<file path="src/rtl/tuner_i2c_pkg.sv">
package tuner_i2c_pkg;
    localparam int BYTE_W = 8;
    localparam int DIV_W  = 15;
    localparam int HI_W   = DIV_W - BYTE_W;
    localparam int CNT_W  = $clog2(BYTE_W);
    localparam logic [4:0] ADDR_FIXED = 5'b11000;

    typedef enum logic [2:0] {
        ST_IDLE, ST_ADDR, ST_ACK, ST_WRITE, ST_READ, ST_RD_ACK, ST_WAIT
    } bus_st_t;

    typedef struct packed {
        logic cp;
        logic t2;
        logic t1;
        logic t0;
        logic step_a;
        logic step_b;
        logic drv_off;
    } ctrl_t;

    typedef struct packed {
        logic uhf;
        logic fm_test;
        logic vhf_hi;
        logic vhf_lo;
    } band_t;

    localparam ctrl_t CTRL_RST = '{cp: 1'b1, t2: 1'b0, t1: 1'b1, t0: 1'b0,
                                   step_a: 1'b1, step_b: 1'b1, drv_off: 1'b1};

    function automatic logic addr_hit(input logic [6:0] a, input logic [1:0] sel);
        return a == {ADDR_FIXED, sel};
    endfunction

    function automatic logic [BYTE_W-1:0] status_word(input logic por, input logic lock,
                                                      input logic cp);
        return {por, lock, ~(cp & lock), 5'b00000};
    endfunction
endpackage

</file>
<file path="src/rtl/tuner_i2c_line_sync.sv">
module tuner_i2c_line_sync #(
    parameter int STAGES = 2
) (
    input  logic clk,
    input  logic rst,
    input  logic scl_i,
    input  logic sda_i,
    output logic sda_o,
    output logic scl_rise_o,
    output logic scl_fall_o,
    output logic start_o,
    output logic stop_o
);
    logic [STAGES:0] scl_sh, sda_sh;
    logic scl_now, scl_prev, sda_now, sda_prev;

    always_ff @(posedge clk) begin
        if (rst) begin
            scl_sh <= '1;
            sda_sh <= '1;
        end else begin
            scl_sh <= {scl_sh[STAGES-1:0], scl_i};
            sda_sh <= {sda_sh[STAGES-1:0], sda_i};
        end
    end

    assign scl_now  = scl_sh[STAGES-1];
    assign scl_prev = scl_sh[STAGES];
    assign sda_now  = sda_sh[STAGES-1];
    assign sda_prev = sda_sh[STAGES];

    assign sda_o      = sda_now;
    assign scl_rise_o = scl_now & ~scl_prev;
    assign scl_fall_o = ~scl_now & scl_prev;
    assign start_o    = scl_now & scl_prev & sda_prev & ~sda_now;
    assign stop_o     = scl_now & scl_prev & ~sda_prev & sda_now;
endmodule

</file>
<file path="src/rtl/tuner_i2c_byte_engine.sv">
module tuner_i2c_byte_engine
    import tuner_i2c_pkg::*;
(
    input  logic              clk,
    input  logic              rst,
    input  logic              scl_rise_i,
    input  logic              scl_fall_i,
    input  logic              start_i,
    input  logic              stop_i,
    input  logic              sda_i,
    input  logic [1:0]        addr_sel_i,
    input  logic [BYTE_W-1:0] status_i,
    output logic              sda_oe_o,
    output logic              byte_valid_o,
    output logic [BYTE_W-1:0] byte_o,
    output logic              abort_o,
    output logic              rd_done_o
);
    bus_st_t            st;
    logic [CNT_W-1:0]   bitcnt;
    logic [BYTE_W-1:0]  shreg, byte_q;
    logic               ack_phase, is_read, mack_q;
    logic               sda_oe_q, byte_valid_q, rd_done_q, abort_q;

    always_ff @(posedge clk) begin
        if (rst) begin
            st <= ST_IDLE;
            bitcnt <= '0;
            shreg <= '0;
            byte_q <= '0;
            ack_phase <= 1'b0;
            is_read <= 1'b0;
            mack_q <= 1'b0;
            sda_oe_q <= 1'b0;
            byte_valid_q <= 1'b0;
            rd_done_q <= 1'b0;
            abort_q <= 1'b0;
        end else begin
            byte_valid_q <= 1'b0;
            rd_done_q <= 1'b0;
            abort_q <= 1'b0;
            if (start_i) begin
                st <= ST_ADDR;
                bitcnt <= '0;
                ack_phase <= 1'b0;
                sda_oe_q <= 1'b0;
                abort_q <= 1'b1;
            end else if (stop_i) begin
                st <= ST_IDLE;
                ack_phase <= 1'b0;
                sda_oe_q <= 1'b0;
                abort_q <= 1'b1;
            end else begin
                case (st)
                    ST_ADDR, ST_WRITE: if (scl_rise_i) begin
                        shreg <= {shreg[BYTE_W-2:0], sda_i};
                        bitcnt <= bitcnt + 1'b1;
                        if (bitcnt == CNT_W'(BYTE_W - 1)) begin
                            bitcnt <= '0;
                            if (st == ST_ADDR) begin
                                if (addr_hit(shreg[6:0], addr_sel_i)) begin
                                    st <= ST_ACK;
                                    is_read <= sda_i;
                                end else begin
                                    st <= ST_WAIT;
                                end
                            end else begin
                                byte_valid_q <= 1'b1;
                                byte_q <= {shreg[BYTE_W-2:0], sda_i};
                                st <= ST_ACK;
                            end
                        end
                    end
                    ST_ACK: if (scl_fall_i) begin
                        if (!ack_phase) begin
                            ack_phase <= 1'b1;
                            sda_oe_q <= 1'b1;
                        end else begin
                            ack_phase <= 1'b0;
                            bitcnt <= '0;
                            if (is_read) begin
                                st <= ST_READ;
                                shreg <= status_i;
                                sda_oe_q <= ~status_i[BYTE_W-1];
                            end else begin
                                st <= ST_WRITE;
                                sda_oe_q <= 1'b0;
                            end
                        end
                    end
                    ST_READ: if (scl_fall_i) begin
                        if (bitcnt == CNT_W'(BYTE_W - 1)) begin
                            st <= ST_RD_ACK;
                            sda_oe_q <= 1'b0;
                            rd_done_q <= 1'b1;
                            mack_q <= 1'b0;
                            bitcnt <= '0;
                        end else begin
                            shreg <= {shreg[BYTE_W-2:0], 1'b0};
                            sda_oe_q <= ~shreg[BYTE_W-2];
                            bitcnt <= bitcnt + 1'b1;
                        end
                    end
                    ST_RD_ACK: begin
                        if (scl_rise_i) mack_q <= ~sda_i;
                        if (scl_fall_i) begin
                            if (mack_q) begin
                                st <= ST_READ;
                                shreg <= status_i;
                                sda_oe_q <= ~status_i[BYTE_W-1];
                            end else begin
                                st <= ST_WAIT;
                            end
                        end
                    end
                    default: ;
                endcase
            end
        end
    end

    assign sda_oe_o     = sda_oe_q;
    assign byte_valid_o = byte_valid_q;
    assign byte_o       = byte_q;
    assign abort_o      = abort_q;
    assign rd_done_o    = rd_done_q;

    // the line is only ever pulled low just after SCL has gone low
    assert_drive_after_fall_R2: assert property (@(posedge clk) disable iff (rst)
        $rose(sda_oe_q) |-> $past(scl_fall_i));
    // a received byte is reported only after an SCL rise
    assert_byte_on_rise_R3: assert property (@(posedge clk) disable iff (rst)
        byte_valid_q |-> $past(scl_rise_i));
    // while waiting for STOP the slave keeps the line released
    assert_nack_release_R10: assert property (@(posedge clk) disable iff (rst)
        (st == ST_WAIT) |-> !sda_oe_q);
endmodule

</file>
<file path="src/rtl/tuner_reg_bank.sv">
module tuner_reg_bank
    import tuner_i2c_pkg::*;
(
    input  logic              clk,
    input  logic              rst,
    input  logic              byte_valid_i,
    input  logic [BYTE_W-1:0] byte_i,
    input  logic              abort_i,
    input  logic              rd_done_i,
    input  logic              supply_low_i,
    output logic [DIV_W-1:0]  div_o,
    output ctrl_t             ctrl_o,
    output band_t             band_o,
    output logic              por_o
);
    logic [DIV_W-1:0] div_q;
    logic [HI_W-1:0]  div_hi;
    ctrl_t            ctrl_q;
    band_t            band_q;
    logic             mid_pair, pair_is_ctl, por_q;

    always_ff @(posedge clk) begin
        if (rst) begin
            div_q <= '0;
            div_hi <= '0;
            ctrl_q <= CTRL_RST;
            band_q <= '0;
            mid_pair <= 1'b0;
            pair_is_ctl <= 1'b0;
        end else if (abort_i) begin
            mid_pair <= 1'b0;
        end else if (byte_valid_i) begin
            if (!mid_pair) begin
                mid_pair <= 1'b1;
                pair_is_ctl <= byte_i[BYTE_W-1];
                if (byte_i[BYTE_W-1]) ctrl_q <= ctrl_t'(byte_i[6:0]);
                else                  div_hi <= byte_i[HI_W-1:0];
            end else begin
                mid_pair <= 1'b0;
                if (pair_is_ctl) band_q <= band_t'(byte_i[3:0]);
                else             div_q <= {div_hi, byte_i};
            end
        end
    end

    always_ff @(posedge clk) begin
        if (rst)               por_q <= 1'b1;
        else if (supply_low_i) por_q <= 1'b1;
        else if (rd_done_i)    por_q <= 1'b0;
    end

    assign div_o  = div_q;
    assign ctrl_o = ctrl_q;
    assign band_o = band_q;
    assign por_o  = por_q;

    // the divider moves only when the second byte of a divider pair lands
    assert_div_hold_R4: assert property (@(posedge clk) disable iff (rst)
        !(byte_valid_i && mid_pair && !pair_is_ctl && !abort_i) |=> $stable(div_q));
    // control bits move only on a completed byte
    assert_ctrl_hold_R5: assert property (@(posedge clk) disable iff (rst)
        !byte_valid_i |=> $stable(ctrl_q));
    // the power-on flag drops only after a status byte went out
    assert_por_clear_R8: assert property (@(posedge clk) disable iff (rst)
        $fell(por_q) |-> $past(rd_done_i));
endmodule

</file>
<file path="src/rtl/tuner_i2c_ctrl.sv">
module tuner_i2c_ctrl
    import tuner_i2c_pkg::*;
#(
    parameter int SYNC_STAGES = 2
) (
    input  logic             clk,
    input  logic             rst,
    input  logic             scl_i,
    input  logic             sda_i,
    output logic             sda_oe_o,
    input  logic [1:0]       addr_sel_i,
    input  logic             lock_i,
    input  logic             supply_low_i,
    output logic [DIV_W-1:0] div_o,
    output logic [6:0]       ctrl_o,
    output logic [3:0]       band_o
);
    logic sda_s, scl_rise, scl_fall, start_ev, stop_ev;
    logic byte_valid, abort, rd_done, por;
    logic [BYTE_W-1:0] rx_byte, status;
    ctrl_t ctrl_w;
    band_t band_w;

    tuner_i2c_line_sync #(.STAGES(SYNC_STAGES)) u_sync (
        .clk(clk), .rst(rst), .scl_i(scl_i), .sda_i(sda_i), .sda_o(sda_s),
        .scl_rise_o(scl_rise), .scl_fall_o(scl_fall),
        .start_o(start_ev), .stop_o(stop_ev)
    );

    assign status = status_word(por, lock_i, ctrl_w.cp);

    tuner_i2c_byte_engine u_eng (
        .clk(clk), .rst(rst), .scl_rise_i(scl_rise), .scl_fall_i(scl_fall),
        .start_i(start_ev), .stop_i(stop_ev), .sda_i(sda_s),
        .addr_sel_i(addr_sel_i), .status_i(status), .sda_oe_o(sda_oe_o),
        .byte_valid_o(byte_valid), .byte_o(rx_byte), .abort_o(abort),
        .rd_done_o(rd_done)
    );

    tuner_reg_bank u_regs (
        .clk(clk), .rst(rst), .byte_valid_i(byte_valid), .byte_i(rx_byte),
        .abort_i(abort), .rd_done_i(rd_done), .supply_low_i(supply_low_i),
        .div_o(div_o), .ctrl_o(ctrl_w), .band_o(band_w), .por_o(por)
    );

    assign ctrl_o = ctrl_w;
    assign band_o = band_w;
endmodule

</file>
<file path="config.mk">
export PLATFORM = sky130hd
export DESIGN_NAME = tuner_i2c_ctrl
export DESIGN_NICKNAME = d
export VERILOG_FILES = /design/src/rtl/tuner_i2c_pkg.sv /design/src/rtl/tuner_i2c_line_sync.sv /design/src/rtl/tuner_i2c_byte_engine.sv /design/src/rtl/tuner_reg_bank.sv /design/src/rtl/tuner_i2c_ctrl.sv
export SDC_FILE = /design/constraint.sdc
export NUM_CORES = 1
export LEC_CHECK = 0
export BUFFER_PORTS_ARGS = -buffer_cell sky130_fd_sc_hd__clkbuf_2
export CORE_UTILIZATION = 62
export DETAILED_ROUTE_END_ITERATION = 10
export PLACE_DENSITY_LB_ADDON = 0.1
export SYNTH_ARGS = -nofsm -noshare
export SYNTH_HDL_FRONTEND = slang
export SYNTH_HIERARCHICAL = 1
export SYNTH_SLANG_ARGS = --single-unit
</file>
<file path="constraint.sdc">
create_clock -name clk -period 2.7 [get_ports clk]
set_clock_uncertainty 0.15 [all_clocks]
set_input_delay 0.54 -clock clk [delete_from_list [all_inputs] [get_ports clk]]
set_output_delay 0.54 -clock clk [all_outputs]
set_load 0.005 [all_outputs]
</file>
Word level (Yosys, flattened, before mapping)
Cells that the tools add are included.
{"block": "word_totals", "regBits": 70}
{"block": "classes", "n_mux": 47, "n_bitwise": 27, "n_addsub": 1, "n_eq_ne": 25, "n_reduce_logical": 26}
{"op": "7-bit 2-to-1 mux", "count": 8}
{"op": "3-bit 2-to-1 mux", "count": 15}
{"op": "7-bit case mux with 4 select lines", "count": 1}
{"op": "1-bit inverter", "count": 19}
{"op": "1-bit 2-to-1 mux", "count": 18}
{"op": "6-bit AND reduction", "count": 3}
{"op": "4-bit inequality test (second input constant)", "count": 4}
{"op": "4-bit AND reduction", "count": 4}
{"op": "8-bit AND reduction", "count": 2}
{"op": "2-bit inequality test (second input constant)", "count": 6}
{"op": "4-bit by 3-bit inequality test with 1-bit output (second input constant)", "count": 3}
{"op": "3-bit case mux with 4 select lines", "count": 1}
{"op": "11-bit AND reduction", "count": 1}
{"op": "2-bit by 1-bit inequality test with 1-bit output (second input constant)", "count": 5}
{"op": "3-bit equality test (second input constant)", "count": 3}
{"op": "3-bit case mux with 3 select lines", "count": 1}
{"op": "1-bit AND", "count": 8}
{"op": "2-bit OR reduction", "count": 4}
{"op": "7-bit equality test", "count": 1}
{"op": "7-bit AND reduction", "count": 1}
{"op": "3-bit by 2-bit equality test with 1-bit output (second input constant)", "count": 2}
{"op": "3-bit nonzero test", "count": 2}
{"op": "6-bit nonzero test", "count": 1}
{"op": "6-bit OR reduction", "count": 1}
{"op": "other kinds (12)", "count": 12}

Longest topological paths before layout
{"block": "logic_depth", "depth_word": 8, "depth_mapped": 7, "ltp_nobuf": 6}

Hierarchy
Netlist, hierarchy kept.
{"module": "tuner_i2c_byte_engine", "area_each_um2": 1531.5, "instances": 1, "cells_each": 168}
{"module": "tuner_reg_bank", "area_each_um2": 1491.4, "instances": 1, "cells_each": 141}
{"module": "tuner_i2c_line_sync", "area_each_um2": 190.2, "instances": 1, "cells_each": 16}
{"module": "tuner_i2c_ctrl", "area_each_um2": 7.5, "instances": 1, "cells_each": 2}

Worst setup path after synthesis
Ideal clock, no wire load.
{"block": "synth_path", "kind": "reg2reg", "from": "reg u_sync.sda_sh[1]", "to": "reg u_eng.is_read", "arrival_ns": 1.564, "setup_slack_ns": 0.913, "required_ns": 2.477, "path_stages_with_launch": 6, "path_cell_list": "dfxtp_1 and4b_1 nor2_1 nand3_1 or4b_1 a21oi_1"}
{"block": "synth_between", "elab_chain_len": 4, "word_cells_on_any_way": 6}
{"item": "start, declared", "line": "tuner_i2c_line_sync.sv:14", "rtl": "logic [STAGES:0] scl_sh, sda_sh;"}
{"item": "start signal, assigned", "line": "tuner_i2c_line_sync.sv:23", "rtl": "sda_sh <= {sda_sh[STAGES-1:0], sda_i};"}
{"item": "1-bit inverter", "line": "tuner_i2c_line_sync.sv:35", "rtl": "assign start_o = scl_now & scl_prev & sda_prev & ~sda_now;"}
{"item": "1-bit AND", "line": "tuner_i2c_line_sync.sv:35"}
{"item": "net start_ev", "line": "tuner_i2c_ctrl.sv:18", "rtl": "logic sda_s, scl_rise, scl_fall, start_ev, stop_ev;"}
{"item": "1-bit inverter (no source line)"}
{"item": "7-bit AND reduction (no source line)"}
{"item": "end signal, assigned", "line": "tuner_i2c_byte_engine.sv:63", "rtl": "is_read <= sda_i;"}
{"item": "end, declared", "line": "tuner_i2c_byte_engine.sv:22", "rtl": "logic ack_phase, is_read, mack_q;"}
The timed path passes the listed nets, and every way through them passes these cells.
A chain may end at the register's enable or synchronous reset.

Worst setup path after layout
{"block": "layout_path", "from": "reg u_sync.sda_sh[1]", "to": "reg u_eng.byte_q[2], in the netlist u_eng/byte_o[2]"}
{"block": "layout_between", "elab_chain_len": 4, "word_cells_on_any_way": 6}
{"item": "1-bit inverter", "line": "tuner_i2c_line_sync.sv:35"}
{"item": "1-bit AND", "line": "tuner_i2c_line_sync.sv:35"}
{"item": "net start_ev", "line": "tuner_i2c_ctrl.sv:18"}
{"item": "1-bit inverter (no source line)"}
{"item": "6-bit AND reduction (no source line)"}
{"item": "end signal, assigned", "line": "tuner_i2c_byte_engine.sv:69", "rtl": "byte_q <= {shreg[BYTE_W-2:0], sda_i};"}
{"item": "end, declared", "line": "tuner_i2c_byte_engine.sv:21", "rtl": "logic [BYTE_W-1:0] shreg, byte_q;"}
The timed path passes the listed nets, and every way through them passes these cells.

==> run_results.csv <==
group,metric,value,unit
status,status,"completed",
place,routabilityCongestion,0.920,
synth,synth_edf_count,0,
finish,multi_input_area,0.00170,mm^2
global_routing,grt_max_degree,52,
global_routing,grt_pass1_vias,2252,
worst_setup_path,endpoint_kind,"flop",
clock_tree,cts.clk_slew.worst_paths,0.08,ns
global_routing,grt_pass1_wl,10700,um
place,dp_slack,0.528,ns
finish,final_common_cell,"dfxtp_1",
finish,diodes,0,
floorplan,dieArea,0.00549,mm^2
drt,wl_per_cell,15.0,um
synth,syn_inst,327,
synth,synth_xor_area_frac,0.0136,
finish,syn_to_final_growth,13.2,%
worst_setup_path,path_max_fanout,9,
clock_tree,cts.htree.levels,3,
worst_setup_path,critPathArrivalTime,2.29,ns
sta,fin_tns_setup,0,ns
synth,synth_flop_cell,"dfxtp_1",
clock_tree,cts_inserted_buffers,9,
synth,synth.top_cell.area_share,0.435,
synth,synthTopCellsByArea,"dfxtp_1, mux2i_1, nand2b_1",
sta,rsz0062_at_grt,"false",
sta,relSlewSlack,0.529,
drt,viasPerCell,5.64,
floorplan,die_y,74.1,um
global_routing,gr-usage-all-layers,0.259,
synth,synth_top_family_by_area,"simple AND/OR/NAND/NOR gates",
clock_tree,cts_sinks,70,
synth,ys_ff_latch,70,
drt,drc,0,
power_and_ir_drop,leakagePower,1.47,nW
floorplan,core,0.00485,mm^2
place,hpwl,4520,um
worst_setup_path,max_stage_delay,0.52,ns
place,port_buffers,34,
drt,first_pass_iters,4,
sta,layout_setup_ws,0.482,ns
finish,seq_area,0.00140,mm^2
finish,nFillCells,358,
power_and_ir_drop,ir_worst_vdd,0.426,mV
synth,seq_area_frac_synth,0.435,
clock_tree,clock-root-buffer,"clkbuf_8",
global_routing,antenna_found_initial,0,
clock_tree,cts_setup_buffers,0,
finish,final_core_util,0.752,
drt,routed_wl,6530,um
finish,num-nets-final,373,
synth,async_reset_ff_frac,0,
job,cap_viol_max_count,0,
worst_setup_path,path_cells,"and4b_1 > nor2_1 > nand4_1 > mux2i_1 > nor2_1",
hold_path,hold_path_class,"in -> reg",
floorplan,start_util,0.664,
floorplan,fp-row-count,25,
power_and_ir_drop,p_per_area,553,mW/mm^2
clock_tree,cts_resized,0,
clock_tree,cts_hold_buf,0,
synth,synth_top_cell_by_area,"dfxtp_1",
synth,yosysWarnings,6,
sta,fin_crit,2.22,ns
clock_tree,cts_buffer_depth,2,
synth,synth_adder_area_share,0.00777,
finish,final_cell_mix,"dfxtp_1, mux2i_1, nand2b_1",
worst_setup_path,worstSetupPathType,"reg -> reg",
drt,postRouteAntennaNets,0,
sta,tightest_slew,0.697,ns
floorplan,dieWidth,74.1,um
sta,fmaxAchievable,451,MHz
floorplan,io_pins,35,
drt,drt-initial-drc-count,221,
global_routing,overflow,0,
worst_setup_path,slowest_stage,"nand4_1",
synth,syn_area,0.00322,mm^2
clock_tree,cts_tree,"done",
synth,muxShareOfSynthArea,0.140,
finish,drive_gt1_frac,0.196,
clock_tree,insertion_delay,0.35,ns
worst_setup_path,required,2.78,ns
synth,synth_compound_area_frac,0.115,
worst_setup_path,crit_path_start_kind,"flop",
sta,slew_violations,0,
worst_setup_path,critPathMostFrequentCell,"nor2_1",
synth,yosys.area_share.simple,0.244,
synth,synth_cell_types,53,
sta,finalCritPeriodShare,0.821,
power_and_ir_drop,power,0.00202,W
drt,vias,2454,
sta,finalSetupViolations,0,
sta,hold_violations,0,
synth,syn_area_per_cell,9.85,um^2
[report_power, final]
group / switching (W) / internal [W] / total [W] / leakage (nW)
clock: 0.000423 / 0.000435 / 0.000858 / 0.0964
combinational: 0.0000590 / 0.0000451 / 0.000104 / 0.804
sequential: 0.0000127 / 0.00104 / 0.00105 / 0.565
[critical path, delay by kind of cell (launching register included)]
| kind | cells | cell delay, ns |
|---|---|---|
| flops | 1 | 0.46 |
| mux | 1 | 0.34 |
| simple gates | 4 | 1.14 |
[Yosys cell counts, drive strengths merged, types with 2 or more instances]
library cell / instances
nor3b: 2
mux2i: 45
a311oi: 6
and4b: 2
nand4: 3
nand2: 12
or4b: 2
nor4b: 2
a21oi: 3
o32a: 2
nor4bb: 2
or2: 6
nor2: 31
xnor2: 5
o211ai: 2
ha: 2
inv: 6
a211oi: 2
nand4b: 2
nand3b: 3
nor3: 4
clkbuf: 9
dfxtp: 70
nor2b: 4
nand3: 10
and2: 3
nand2b: 41
buf: 13
a31oi: 9
or3b: 2
nand4bb: 2
o21ai: 3
[sequential cells by signal, indices dropped and copies added (netlist names)]
signal	flops
u_regs/div_o	15
u_eng/byte_o	8
u_eng/shreg	7
u_regs/ctrl_o	7
u_regs/div_hi	7
u_regs/band_o	4
u_eng/bitcnt	3
u_eng/st	3
u_sync/scl_sh	3
u_sync/sda_sh	3
u_eng/abort_o	1
u_eng/ack_phase	1
u_eng/byte_valid_o	1
u_eng/is_read	1
u_eng/mack_q	1
u_eng/rd_done_o	1
u_eng/sda_oe_o	1
u_regs/mid_pair	1
u_regs/pair_is_ctl	1
u_regs/por_o	1
[kinds of logic after synthesis]
kind of cell	count (synthesis)
mux	45
fa+ha+maj	2
xor+xnor	5
simple gates	135
other cells	1
compound gates	41
buf+inv	28
flops	70
[through the flow]
stage,instances,hold WS (ns),instance area [um^2]
after detailed placement,419,0.259,3440
after floorplan,332,0.233,3240
after CTS,435,0.205,3650
after global routing,435,0.211,3650
after global placement,419,0.248,3440
final,435,0.219,3650
[final cells by class]
type,instances,area share
timing repair buffer,42,0.0631
tap,67,0.0230
inverter,6,0.00618
multi-input combinational,234,0.467
clock inverter,7,0.0220
sequential,70,0.384
clock buffer,9,0.0340
[path summary, 6_finish.rpt]
kind               startpoint          endpoint  slack (ns)  cells past startpoint
max reg2reg  u_sync/sda_sh[1]   u_eng/byte_o[2]        0.48                      5
min                     scl_i  u_sync/scl_sh[0]        0.22                      2
max          u_sync/sda_sh[1]   u_eng/byte_o[2]        0.48                      5
min reg2reg   u_eng/rd_done_o      u_regs/por_o        0.27                      1
[routing by layer]
layer  vias to the layer above  track usage  share of wire
met5                         -            0              0
met4                         0       0.0876          0.012
met3                        11       0.0691          0.045
met2                        60        0.399           0.46
met1                      1154        0.353           0.48
li1                       1229            -              -
Power figures use the tool's default switching activity.
